[config.mk]
export PLATFORM = sky130hd
export DESIGN_NAME = ssr_top
export DESIGN_NICKNAME = d
export VERILOG_FILES = /design/src/rtl/ssr_pkg.sv /design/src/rtl/ssr_sync.sv /design/src/rtl/ssr_clkgen.sv /design/src/rtl/ssr_shifter.sv /design/src/rtl/ssr_top.sv
export SDC_FILE = /design/constraint.sdc
export NUM_CORES = 1
export LEC_CHECK = 0
export ABC_AREA = 1
export CORE_MARGIN = 3
export CORE_UTILIZATION = 56
export CTS_CLUSTER_DIAMETER = 80
export DETAILED_ROUTE_END_ITERATION = 8
export PLACE_DENSITY = 0.94
export SETUP_SLACK_MARGIN = 0.15
export SYNTH_ARGS = -nofsm -noshare
export SYNTH_HDL_FRONTEND = slang
export SYNTH_SLANG_ARGS = --single-unit
[constraint.sdc]
create_clock -name clk -period 3.27 [get_ports clk]
set_input_delay 0.981 -clock clk [delete_from_list [all_inputs] [get_ports clk]]
set_output_delay 0.981 -clock clk [all_outputs]
set_load 0.1 [all_outputs]
[src/rtl/ssr_pkg.sv]
package ssr_pkg;
  localparam int unsigned FRAME_W_DEF = 8;
  localparam int unsigned DIV_W_DEF   = 8;
  localparam int unsigned SYNC_N_DEF  = 2;

  typedef enum logic {
    MODE_SLAVE  = 1'b0,
    MODE_MASTER = 1'b1
  } ssr_mode_e;
endpackage

[src/rtl/ssr_sync.sv]
module ssr_sync #(
  parameter int unsigned WIDTH  = 3,
  parameter int unsigned STAGES = 2,
  parameter logic [WIDTH-1:0] RST_VAL = '0
) (
  input  logic             clk,
  input  logic             rst_n,
  input  logic [WIDTH-1:0] d_i,
  output logic [WIDTH-1:0] q_o
);
  logic [WIDTH-1:0] stg [STAGES];

  for (genvar s = 0; s < STAGES; s++) begin : g_stage
    always_ff @(posedge clk or negedge rst_n) begin
      if (!rst_n) stg[s] <= RST_VAL;
      else if (s == 0) stg[s] <= d_i;
      else stg[s] <= stg[(s > 0) ? s - 1 : 0];
    end
  end

  assign q_o = stg[STAGES-1];
endmodule

[src/rtl/ssr_clkgen.sv]
module ssr_clkgen #(
  parameter int unsigned DIV_W = 8
) (
  input  logic             clk,
  input  logic             rst_n,
  input  logic             run_i,
  input  logic [DIV_W-1:0] div_half_i,
  output logic             sck_o,
  output logic             rise_o
);
  logic [DIV_W-1:0] cnt_q;
  logic             sck_q;
  logic             active;
  logic             at_lim;

  assign active = run_i || sck_q;
  assign at_lim = ({1'b0, cnt_q} + 1'b1) >= {1'b0, div_half_i};
  assign rise_o = active && at_lim && !sck_q;
  assign sck_o  = sck_q;

  always_ff @(posedge clk or negedge rst_n) begin
    if (!rst_n) begin
      cnt_q <= '0;
      sck_q <= 1'b0;
    end else if (!active) begin
      cnt_q <= '0;
    end else if (at_lim) begin
      cnt_q <= '0;
      sck_q <= !sck_q;
    end else begin
      cnt_q <= cnt_q + 1'b1;
    end
  end

  p_sck_idle_low_r2: assert property (@(posedge clk) disable iff (!rst_n)
    (!run_i && !sck_q) |=> !sck_q);
endmodule

[src/rtl/ssr_shifter.sv]
module ssr_shifter #(
  parameter int unsigned FRAME_W = 8
) (
  input  logic               clk,
  input  logic               rst_n,
  input  logic               abort_i,
  input  logic               bit_stb_i,
  input  logic               bit_i,
  input  logic               full_i,
  input  logic               rd_i,
  output logic               done_o,
  output logic               drop_o,
  output logic               conflict_set_o,
  output logic [FRAME_W-1:0] data_o
);
  localparam int unsigned CW = (FRAME_W > 2) ? $clog2(FRAME_W) : 1;
  localparam logic [CW-1:0] LAST = CW'(FRAME_W - 1);

  logic [FRAME_W-1:0] sh_q;
  logic [CW-1:0]      cnt_q;
  logic               start_full_q;
  logic               read_mid_q;
  logic               read_now;

  assign read_now       = rd_i && full_i && (cnt_q != '0);
  assign done_o         = bit_stb_i && !abort_i && (cnt_q == LAST);
  assign data_o         = {sh_q[FRAME_W-2:0], bit_i};
  assign drop_o         = start_full_q;
  assign conflict_set_o = done_o && start_full_q && (read_mid_q || read_now);

  always_ff @(posedge clk or negedge rst_n) begin
    if (!rst_n) begin
      sh_q         <= '0;
      cnt_q        <= '0;
      start_full_q <= 1'b0;
      read_mid_q   <= 1'b0;
    end else if (abort_i) begin
      cnt_q        <= '0;
      start_full_q <= 1'b0;
      read_mid_q   <= 1'b0;
    end else begin
      if (bit_stb_i) begin
        sh_q  <= data_o;
        cnt_q <= (cnt_q == LAST) ? '0 : cnt_q + 1'b1;
        if (cnt_q == '0) start_full_q <= full_i;
      end
      if (done_o) read_mid_q <= 1'b0;
      else if (read_now) read_mid_q <= 1'b1;
    end
  end

  p_cnt_idle_on_abort_r3: assert property (@(posedge clk) disable iff (!rst_n)
    abort_i |=> (cnt_q == '0));
endmodule

[src/rtl/ssr_top.sv]
module ssr_top
  import ssr_pkg::*;
#(
  parameter int unsigned FRAME_W = FRAME_W_DEF,
  parameter int unsigned DIV_W   = DIV_W_DEF,
  parameter int unsigned SYNC_N  = SYNC_N_DEF
) (
  input  logic               clk,
  input  logic               rst_n,
  input  logic               rx_en_i,
  input  logic               irq_en_i,
  input  logic               master_i,
  input  logic [DIV_W-1:0]   div_half_i,
  input  logic               rd_i,
  output logic [FRAME_W-1:0] rdata_o,
  output logic               full_o,
  output logic               conflict_o,
  input  logic               clr_conflict_i,
  output logic               irq_o,
  input  logic               sck_i,
  input  logic               ssel_n_i,
  input  logic               sdata_i,
  output logic               sck_o
);
  ssr_mode_e          mode;
  logic [2:0]         pins_s;
  logic               sck_s, sel_n_s, dat_s, sck_prev_q, s_rise;
  logic               armed_q, full_q, conflict_q;
  logic [FRAME_W-1:0] data_q;
  logic               m_run, m_rise, live, abort, bit_stb, bit_val;
  logic               done, drop, conflict_set, load;
  logic [FRAME_W-1:0] frame;

  assign mode = ssr_mode_e'(master_i);

  ssr_sync #(.WIDTH(3), .STAGES(SYNC_N), .RST_VAL(3'b010)) u_sync (
    .clk(clk), .rst_n(rst_n),
    .d_i({sdata_i, ssel_n_i, sck_i}),
    .q_o(pins_s)
  );
  assign {dat_s, sel_n_s, sck_s} = pins_s;

  always_ff @(posedge clk or negedge rst_n) begin
    if (!rst_n) sck_prev_q <= 1'b0;
    else sck_prev_q <= sck_s;
  end
  assign s_rise = sck_s && !sck_prev_q;

  assign live  = armed_q && rx_en_i;
  assign m_run = live && (mode == MODE_MASTER) && !full_q;

  ssr_clkgen #(.DIV_W(DIV_W)) u_clkgen (
    .clk(clk), .rst_n(rst_n), .run_i(m_run), .div_half_i(div_half_i),
    .sck_o(sck_o), .rise_o(m_rise)
  );

  assign abort   = !live || ((mode == MODE_SLAVE) && sel_n_s);
  assign bit_stb = (mode == MODE_MASTER) ? m_rise : s_rise;
  assign bit_val = (mode == MODE_MASTER) ? sdata_i : dat_s;

  ssr_shifter #(.FRAME_W(FRAME_W)) u_shift (
    .clk(clk), .rst_n(rst_n), .abort_i(abort), .bit_stb_i(bit_stb),
    .bit_i(bit_val), .full_i(full_q), .rd_i(rd_i), .done_o(done),
    .drop_o(drop), .conflict_set_o(conflict_set), .data_o(frame)
  );

  assign load = done && !drop;

  always_ff @(posedge clk or negedge rst_n) begin
    if (!rst_n) begin
      armed_q    <= 1'b0;
      full_q     <= 1'b0;
      conflict_q <= 1'b0;
      data_q     <= '0;
    end else begin
      if (!rx_en_i) armed_q <= 1'b0;
      else if (rd_i) armed_q <= 1'b1;
      if (load) begin
        full_q <= 1'b1;
        data_q <= frame;
      end else if (rd_i) begin
        full_q <= 1'b0;
      end
      if (conflict_set) conflict_q <= 1'b1;
      else if (clr_conflict_i) conflict_q <= 1'b0;
    end
  end

  assign rdata_o    = data_q;
  assign full_o     = full_q;
  assign conflict_o = conflict_q;
  assign irq_o      = full_q && irq_en_i;

  p_unarmed_no_load_r1: assert property (@(posedge clk) disable iff (!rst_n)
    (!armed_q && !full_q) |=> !full_q);
  p_full_from_frame_r4: assert property (@(posedge clk) disable iff (!rst_n)
    $rose(full_q) |-> $past(done));
  p_read_clears_r6: assert property (@(posedge clk) disable iff (!rst_n)
    (rd_i && !done) |=> !full_q);
  p_conflict_at_end_r7: assert property (@(posedge clk) disable iff (!rst_n)
    $rose(conflict_q) |-> $past(done));
  p_drop_keeps_data_r8: assert property (@(posedge clk) disable iff (!rst_n)
    (done && drop) |=> $stable(data_q));
  p_conflict_sticky_r9: assert property (@(posedge clk) disable iff (!rst_n)
    (conflict_q && !clr_conflict_i) |=> conflict_q);
endmodule

=== Yosys cells after proc, flatten, opt, wreduce, memory -nomap -nowiden ===
Index checks and enable logic that the tools add are counted.
Widths: inputs -> output; s select.

* Register bits after elaboration: 39
* Bits of input ports: 18
* Output and inout bits: 12

* $add $sub $neg: 3
* Order comparisons: 1
* Equality and inequality tests: 2
* Multiplexer cells: 19
* Bitwise operators: 2
* Reduce and logical (&&, ||, !) cells: 34

{| class="wikitable"
|+ Operators with widths
! kind !! number
|-
| $mux 8 || 2
|-
| $logic_and 1x1->1 || 15
|-
| $mux 1 || 14
|-
| $add 8x1->9 const B || 1
|-
| $ge 9x8->1 || 1
|-
| $mux 3 || 3
|-
| $add 8x1->8 const B || 1
|-
| $reduce_bool 2->1 || 4
|-
| $logic_not 1->1 || 6
|-
| $reduce_and 2->1 || 3
|-
| $reduce_bool 3->1 || 2
|-
| $add 3x1->3 const B || 1
|-
| $eq 3x3->1 const B || 1
|-
| $logic_not 3->1 || 1
|-
| $logic_or 1x1->1 || 3
|-
| $ne 2x1->1 const B || 1
|-
| $not 1->1 || 2
|}

=== Longest topological paths before layout ===
Gate-level depths: netlist of run 1.

* Depth after elaboration: 12
* Mapped depth: 18

=== Hierarchy ===
From an unflattened synthesis of run 1, not the netlist that was laid out.

* Cell total of the unflattened synthesis: 226
* Area total of the unflattened synthesis: 1989.4 um^2

{| class="wikitable"
|+ Modules (own cells, without submodules)
! module !! instances !! cells each !! area each (um^2) !! seq. area each (um^2)
|-
| ssr_clkgen || 1 || 89 || 670.6 || 225.2
|-
| ssr_shifter || 1 || 69 || 616.8 || 300.3
|-
| ssr_top || 1 || 59 || 526.8 || 300.3
|-
| ssr_sync || 1 || 9 || 175.2 || 152.6
|}

=== Least setup slack after synthesis of run 1 ===
Ideal clock, no wire load.

* Path type: register to output
* From: register full_q, in the netlist full_o
* To: output irq_o
* Data arrival time: 1.655 ns
* Path slack: 0.634 ns
* Cell stages (with the launch flop): 3
* Path buffers: 0
* Cell sequence: dfrtp_1 -> nand2_1 -> inv_1

* Word-level cells in the longest chain between the ends: 1

{| class="wikitable"
|+ RTL lines
! element !! line !! RTL
|-
| from (decl) || ssr_top.sv:28 || <nowiki>logic armed_q, full_q, conflict_q;</nowiki>
|-
| from (signal assigned) || ssr_top.sv:72 || <nowiki>full_q <= 1'b0;</nowiki>
|-
| from (signal assigned) || ssr_top.sv:79 || <nowiki>full_q <= 1'b1;</nowiki>
|-
| from (signal assigned) || ssr_top.sv:82 || <nowiki>full_q <= 1'b0;</nowiki>
|-
| $logic_and 1x1->1 || ssr_top.sv:92 || <nowiki>assign irq_o = full_q && irq_en_i;</nowiki>
|-
| to (decl) || ssr_top.sv:19 || <nowiki>output logic irq_o,</nowiki>
|}

Every way passes these cells.

=== Final worst setup path of run 1 ===
* From: input irq_en_i
* To: output irq_o

* Word-level cells in the longest chain between the ends: 1

{| class="wikitable"
|+ RTL lines
! element !! line !! RTL
|-
| from (decl) || ssr_top.sv:11 || <nowiki>input logic irq_en_i,</nowiki>
|-
| $logic_and 1x1->1 || ssr_top.sv:92 ||
|}

Every way passes these cells.

==> results of run 1 <==
[registers in the layout, summed over array words and instances (netlist names)]
name                cells
u_clkgen.cnt_q          8
u_sync.q_o              3
full_o                  1
u_shift.drop_o          1
u_clkgen.sck_o          1
u_shift.cnt_q           3
u_sync.stg              3
sck_prev_q              1
armed_q                 1
conflict_o              1
u_shift.sh_q            7
rdata_o                 8
u_shift.read_mid_q      1
[layout by cell type, fill, tap and decap left out, drive strengths merged]
| cell | instances |
|---|---|
| ha | 12 |
| a21oi | 5 |
| a31o | 1 |
| xnor2 | 2 |
| o21a | 1 |
| xor2 | 4 |
| nand3 | 8 |
| a31oi | 1 |
| dfrtp | 37 |
| inv | 31 |
| nand3b | 2 |
| clkinv | 2 |
| bufinv | 1 |
| nand2 | 64 |
| buf | 14 |
| clkbuf | 6 |
| clkdlybuf4s50 | 16 |
| dfstp | 2 |
| o21ai | 7 |
| nand4 | 10 |
| nor2 | 13 |
[worst max-delay path, cell delays in order]
cell             delay (ns)
clkdlybuf4s50_1        0.45
nand2_1                0.05
inv_1                  0.10
buf_12                 0.18
[area by class of cell]
cell class                 instances  share of cell area
timing repair buffer              30              0.1272
inverter                          32             0.05420
clock buffer                       6             0.02268
tap                               44             0.02434
multi-input combinational        130              0.3236
sequential                        39              0.4325
clock inverter                     2             0.01549
[power by group through the flow]
stage / clock network, mW / logic [mW] / registers, mW
CTS: 0.343 / 0.0833 / 0.516
detailed placement: 0 / 0.0819 / 0.525
floorplan: 0 / 0.0372 / 0.526
finish: 0.336 / 0.0821 / 0.516
global placement: 0 / 0.0778 / 0.524
global route: 0.365 / 0.0942 / 0.519
[layer usage]
layer  vias up  share of wire  track usage
li1        710              -            -
met3        11          0.079      0.06774
met4         0          0.016      0.07278
met2        69           0.49       0.3155
met1       668           0.42       0.2515
met5         -              0            0
[worst paths after layout]
| path | cells after the start | startpoint | to | slack (ns) |
|---|---|---|---|---|
| worst min-delay path | 0 | u_sync.stg[5] | u_sync.q_o[2] | 0.36 |
| worst max register to register | 17 | u_clkgen.cnt_q[0] | rdata_o[2] | 0.80 |
| worst min register to register | 0 | u_sync.stg[5] | u_sync.q_o[2] | 0.36 |
| worst max-delay path | 4 | irq_en_i | irq_o | 0.51 |
| max in group asynchronous | 1 | rst_n | u_shift.sh_q[0] | 2.04 |
| min in group asynchronous | 1 | rst_n | rdata_o[3] | 0.72 |
[cell families (layout without fill, tap and decap cells)]
kind of cell	after synthesis	after routing	share of synthesized area
AO/OA/AOI/OAI	15	15	0.05459
buffers and inverters	35	70	0.07884
XOR/XNOR	6	6	0.02830
flip-flops	39	39	0.5270
AND/OR/NAND/NOR	97	97	0.2305
adder cells (fa/ha/maj)	12	12	0.08086
==> metrics.md, run 1 <==
| Metric | Value |
|---|---|
| Ys async rst share | `1.000` |
| I/O Buffers | `29` |
| Layout cells sized above 1 | `0.1464` |
| Area contributors post-synth | `dfrtp_1 50%, nand2_1 12%, ha_1 8.1%` |
| Post-synth top cells | `61 x nand2_1, 37 x dfrtp_1, 30 x inv_1` |
| Number of diodes | `0` |
| Final worst slack | `0.5119 ns` |
| Mapped Cells | `204` |
| Clock latency at the later pin of the worst-skew pair | `0.35 ns` |
| Post-Layout Cell Count | `283` |
| NetSw | `215.9 uW` |
| Fin. Hold Viols | `0` |
| Maximum clock rate | `362.6 MHz` |
| Antenna-violating nets left | `0` |
| RSZ-0062 raised after global routing | `no` |
| Area of the multi-input gates | `732.0 um^2` |
| Final Critical Period | `2.758 ns` |
| Worst EP required | `2.29 ns` |
| Clock buffers created by TritonCTS | `5` |
| Pwr dens | `412.9 nW/um^2` |
| Die Area | `4042 um^2` |
| PostCTS Resize Cnt | `0` |
| Rows | `20` |
| Top_reg_cell synth | `dfrtp_1` |
| Mean Syn Cell Area | `9.102 um^2` |
| EDFF count, synth | `0` |
| Worst Tran Pin Value | `0.8327 ns` |
| Seq/Total Area, Yosys | `0.5270` |
| H-tree depth | `2` |
| NumNets Final | `268` |
| First-pass GRT wire length | `around 6.3 mm` |
| Root buffer cell | `clkbuf_4` |
| RePlAce Congestion | `about 0.78` |
| DRC Markers | `0` |
| Via density | `about 5.2` |
| CTS Buffer Depth | `2` |
| Register area | `978.4 um^2` |
| Status | `completed` |
| Max Cap Violations | `0` |
| Biggest area consumer among synthesized cells | `dfrtp_1` |
| Register share of total power | `0.552` |
| CTS clock-pin slew for the worst setup and hold paths | `0.11 ns` |
| Hold Slack | `approximately 0.36 ns` |
| Lkg Pwr | `1.227 nW` |
| DR vias | `1458` |
| Int Pwr | `about 700 uW` |
| Tot Pwr | `934.0 uW` |
| Vias in the first global route | `1442` |
| GRT Overall Usage | `0.1988` |
| Crit path kind | `in -> out` |
| Final Max Tran Viols | `0` |
| TritonCTS Sinks | `39` |
| Clock Skew | `0.004763 ns` |
| WL per Instance | `12.78 um` |
| CTS Hold Bufs | `0` |
| Period utilisation layout | `0.8434` |
| Switching Share | `0.2312` |
| Post-DP Area | `~2200 um^2` |
| CP arrival | `1.78 ns` |
| Area Growth Syn to Fin | `21.83%` |
| 1st-iter DRT viols | `91` |
| Distinct cell type count after synthesis | `27` |
| Antenna violations before repair | `0` |
| Post-DP HPWL | `2.588 mm` |
| Peak supply drop | `between 0.0003 and 0.0004 V` |
| Core Footprint | `3103 um^2` |
| Max_slew headroom | `0.4449` |
| Worst setup SP type | `primary input` |
| Die W | `63.58 um` |
| CP Capture Type | `output pin` |
| Cell count after placement | `275` |
| Chip height | `between 60 and 70 um` |
| Clk pwr share | `0.360` |
| Yosys top cell area share | `0.4987` |
| Max FO, Critical Path | `1` |
| Synthesized Nets | `234` |
| Initial core utilization | `0.5984` |
| CTS tree | `yes` |
| Setup total negative slack | `0 ns` |
| Pre-CTS setup slack | `0.2370 ns` |
| Final non-filler cell area | `2262 um^2` |
| Drt pass-1 iters | `4` |
| Final wirelength | `3.617 mm` |
| Top-level I/O count | `30` |
| Fin util | `0.7290` |
| Pin count of the biggest net entering global routing | `40` |
| Warnings from Yosys | `0` |
| Endpoints failing setup | `0` |
| Hold Crit Class | `reg -> reg` |
| Register bit count reported by yosys | `39` |
| Post-CTS repair timing setup buffer count | `0` |
| Layout filler cell count | `237` |
| Combinational Power Share | `0.088` |
| Synthesized cell area | `1857 um^2` |
| Most frequent cell after synthesis | `nand2_1` |
| Total grt overflow | `0` |
No activity file was read; power rests on OpenSTA's default activity.
==> run 2: changes to the inputs <==
--- a/config.mk
+++ b/config.mk
@@ -7,10 +7,10 @@
 export LEC_CHECK = 0
 export ABC_AREA = 1
 export CORE_MARGIN = 3
-export CORE_UTILIZATION = 56
+export CORE_UTILIZATION = 47
 export CTS_CLUSTER_DIAMETER = 80
 export DETAILED_ROUTE_END_ITERATION = 8
-export PLACE_DENSITY = 0.94
+export PLACE_DENSITY = 0.85
 export SETUP_SLACK_MARGIN = 0.15
 export SYNTH_ARGS = -nofsm -noshare
 export SYNTH_HDL_FRONTEND = slang
==> constraint.sdc (replaced) <==
create_clock -name clk -period 2.5 [get_ports clk]
set_input_delay 0.75 -clock clk [delete_from_list [all_inputs] [get_ports clk]]
set_output_delay 0.75 -clock clk [all_outputs]
set_load 0.1 [all_outputs]
==> run 2 against run 1 <==
  * The flow now finishes with violations (negative setup slack)
  * Via count is 15% higher
  * Clock power is 20% higher
  * First-iteration DRC count grew 100%
  * Clock skew rose by 0.00091 ns
  * Die area rose by 17%
  * Utilization up 1.1 points
  * Global-route usage grew 1.2 points
  * Critical path type is now reg -> reg
==> metrics.md, run 2 (synthesis results as in run 1) <==
| Metric | Value |
|---|---|
| Fin. Hold Viols | `0` |
| Commonest non-fill, non-tap cell in the layout | `nand2_1` |
| DR vias | `1676` |
| Hold Crit Class | `reg -> reg` |
| Initial core utilization | `0.4960` |
| Final Max Tran Viols | `0` |
| Pre-CTS setup slack | `-0.2698 ns` |
| Rows | `22` |
| Worst setup SP type | `flip-flop` |
| Post-Layout Cell Count | `around 300` |
| Failing checks | `negative setup slack` |
| H-tree depth | `2` |
| RSZ-0062 raised after global routing | `yes` |
| Clock buffers created by TritonCTS | `5` |
| Final non-filler cell area | `2770 um^2` |
| Lkg Pwr | `1.463 nW` |
| Final Critical Period | `between 2 and 3 ns` |
| Crit path kind | `reg -> reg` |
| NumNets Final | `289` |
| CTS tree | `yes` |
| Post-DP Area | `2212 um^2` |
| Hold Slack | `0.3489 ns` |
| Total grt overflow | `0` |
| Max FO, Critical Path | `5` |
| Tot Pwr | `1.239 mW` |
| WP buf/inv | `4` |
| Chip height | `68.86 um` |
| Drt pass-1 iters | `4` |
| Die W | `68.86 um` |
| WL per Instance | `~17 um` |
| Area Growth Syn to Fin | `49.19%` |
| Number of diodes | `0` |
| Clock Skew | `approximately 0.0057 ns` |
| Pwr dens | `447.2 nW/um^2` |
| First-pass GRT wire length | `just over 7 mm` |
| Worst Tran Pin Value | `0.5932 ns` |
| Root buffer cell | `clkbuf_8` |
| Crit-path slowest cell | `dfrtp_1` |
| Core Footprint | `~3700 um^2` |
| Endpoints failing setup | `19` |
| RePlAce Congestion | `0.7507` |
| TritonCTS Sinks | `39` |
| Max Cap Violations | `0` |
| Max stage delay on crit path | `~0.43 ns` |
| CP Capture Type | `flip-flop` |
| Worst EP required | `between 2 and 3 ns` |
| Layout cells sized above 1 | `0.3769` |
| Most frequent cells in the layout | `40 x nand2_1, 35 x dfrtp_1, 28 x inv_1` |
| Vias in the first global route | `1541` |
| Die Area | `4741 um^2` |
| GRT Overall Usage | `0.2108` |
| Setup total negative slack | `-0.7659 ns` |
| Status | `finished, violations left` |
| Final wirelength | `5.352 mm` |
| Top-level I/O count | `30` |
| Cell count after placement | `283` |
| CP delay by family, top | `simple AND/OR/NAND/NOR gates` |
| I/O Buffers | `29` |
| Fin util | `0.7400` |
| Maximum clock rate | `377.3 MHz` |
| CTS Buffer Depth | `2` |
| Final worst slack | `-0.1502 ns` |
| Antenna-violating nets left | `0` |
| Critical-path cell list | `nand3_2 > nand3b_1 > xor2_1 > inv_1 > ha_1 > nand2_1 > inv_1 > nand2_1 > nand2_1 > nand2_2 > nand2_4 > nand2_4 > a21oi_4 > buf_12 > buf_16 > nand4_1 > nand2_1` |
| Antenna violations before repair | `0` |
| Period utilisation layout | `1.060` |
| DRC Markers | `0` |
| CTS clock-pin slew for the worst setup and hold paths | `about 0.070 ns` |
| Max_slew headroom | `0.6046` |
| Clock latency at the later pin of the worst-skew pair | `0.29 ns` |
| 1st-iter DRT viols | `183` |
| Crit-path most repeated cell | `nand2_1` |
| Peak supply drop | `about 0.00044 V` |
| Pin count of the biggest net entering global routing | `26` |
| CP arrival | `2.87 ns` |
| Via density | `5.442` |
| Post-DP HPWL | `2.554 mm` |
## run 2: layer usage
layer  GRT usage  wire (um)  vias up  part of all wire
met3     0.03890        321       17             0.060
met5           0          0        -                 0
met2      0.3429       2666       79              0.50
met1      0.2775       2200      827              0.41
li1            -          -      753                 -
met4     0.08516        164        0             0.031
## run 2: worst paths after layout
check	startpoint	end	slack [ns]	cells after the start
worst max-delay path	u_clkgen.cnt_q[2]	rdata_o[4]	-0.15	17
worst min-delay path	u_sync.stg[3]	u_sync.q_o[0]	0.35	0
worst max register to register	u_clkgen.cnt_q[2]	rdata_o[4]	-0.15	17
worst min register to register	u_sync.stg[3]	u_sync.q_o[0]	0.35	0
max in group asynchronous	rst_n	rdata_o[4]	1.51	2
min in group asynchronous	rst_n	rdata_o[7]	0.44	1
## run 2: report_power, final
| group | switching [mW] | internal [mW] | leakage [nW] |
|---|---|---|---|
| registers | 0.0285 | 0.658 | 0.516 |
| clock network | 0.205 | 0.197 | 0.0385 |
| logic | 0.0846 | 0.0657 | 0.908 |
| total | 0.318 | 0.921 | 1.46 |
## run 2: cell type report
type | instances | area, um^2
Multi-Input combinational cell | 131 | 997.2
Sequential cell | 39 | 980.9
Fill cell | 234 | 973.4
Timing Repair Buffer | 50 | 520.5
Inverter | 32 | 127.6
Clock buffer | 7 | 76.32
Tap cell | 48 | 60.06
Clock inverter | 1 | 7.507
## run 2: what timing repair did
| item | in CTS | in global routing |
|---|---|---|
| pin swaps | 20 | 10 |
| hold buffers | 0 | 0 |
| gates cloned | 3 | 1 |
| setup endpoints to repair | 20 | 30 |
| setup buffers | 7 | 6 |
| gates resized for setup | 36 | 40 |
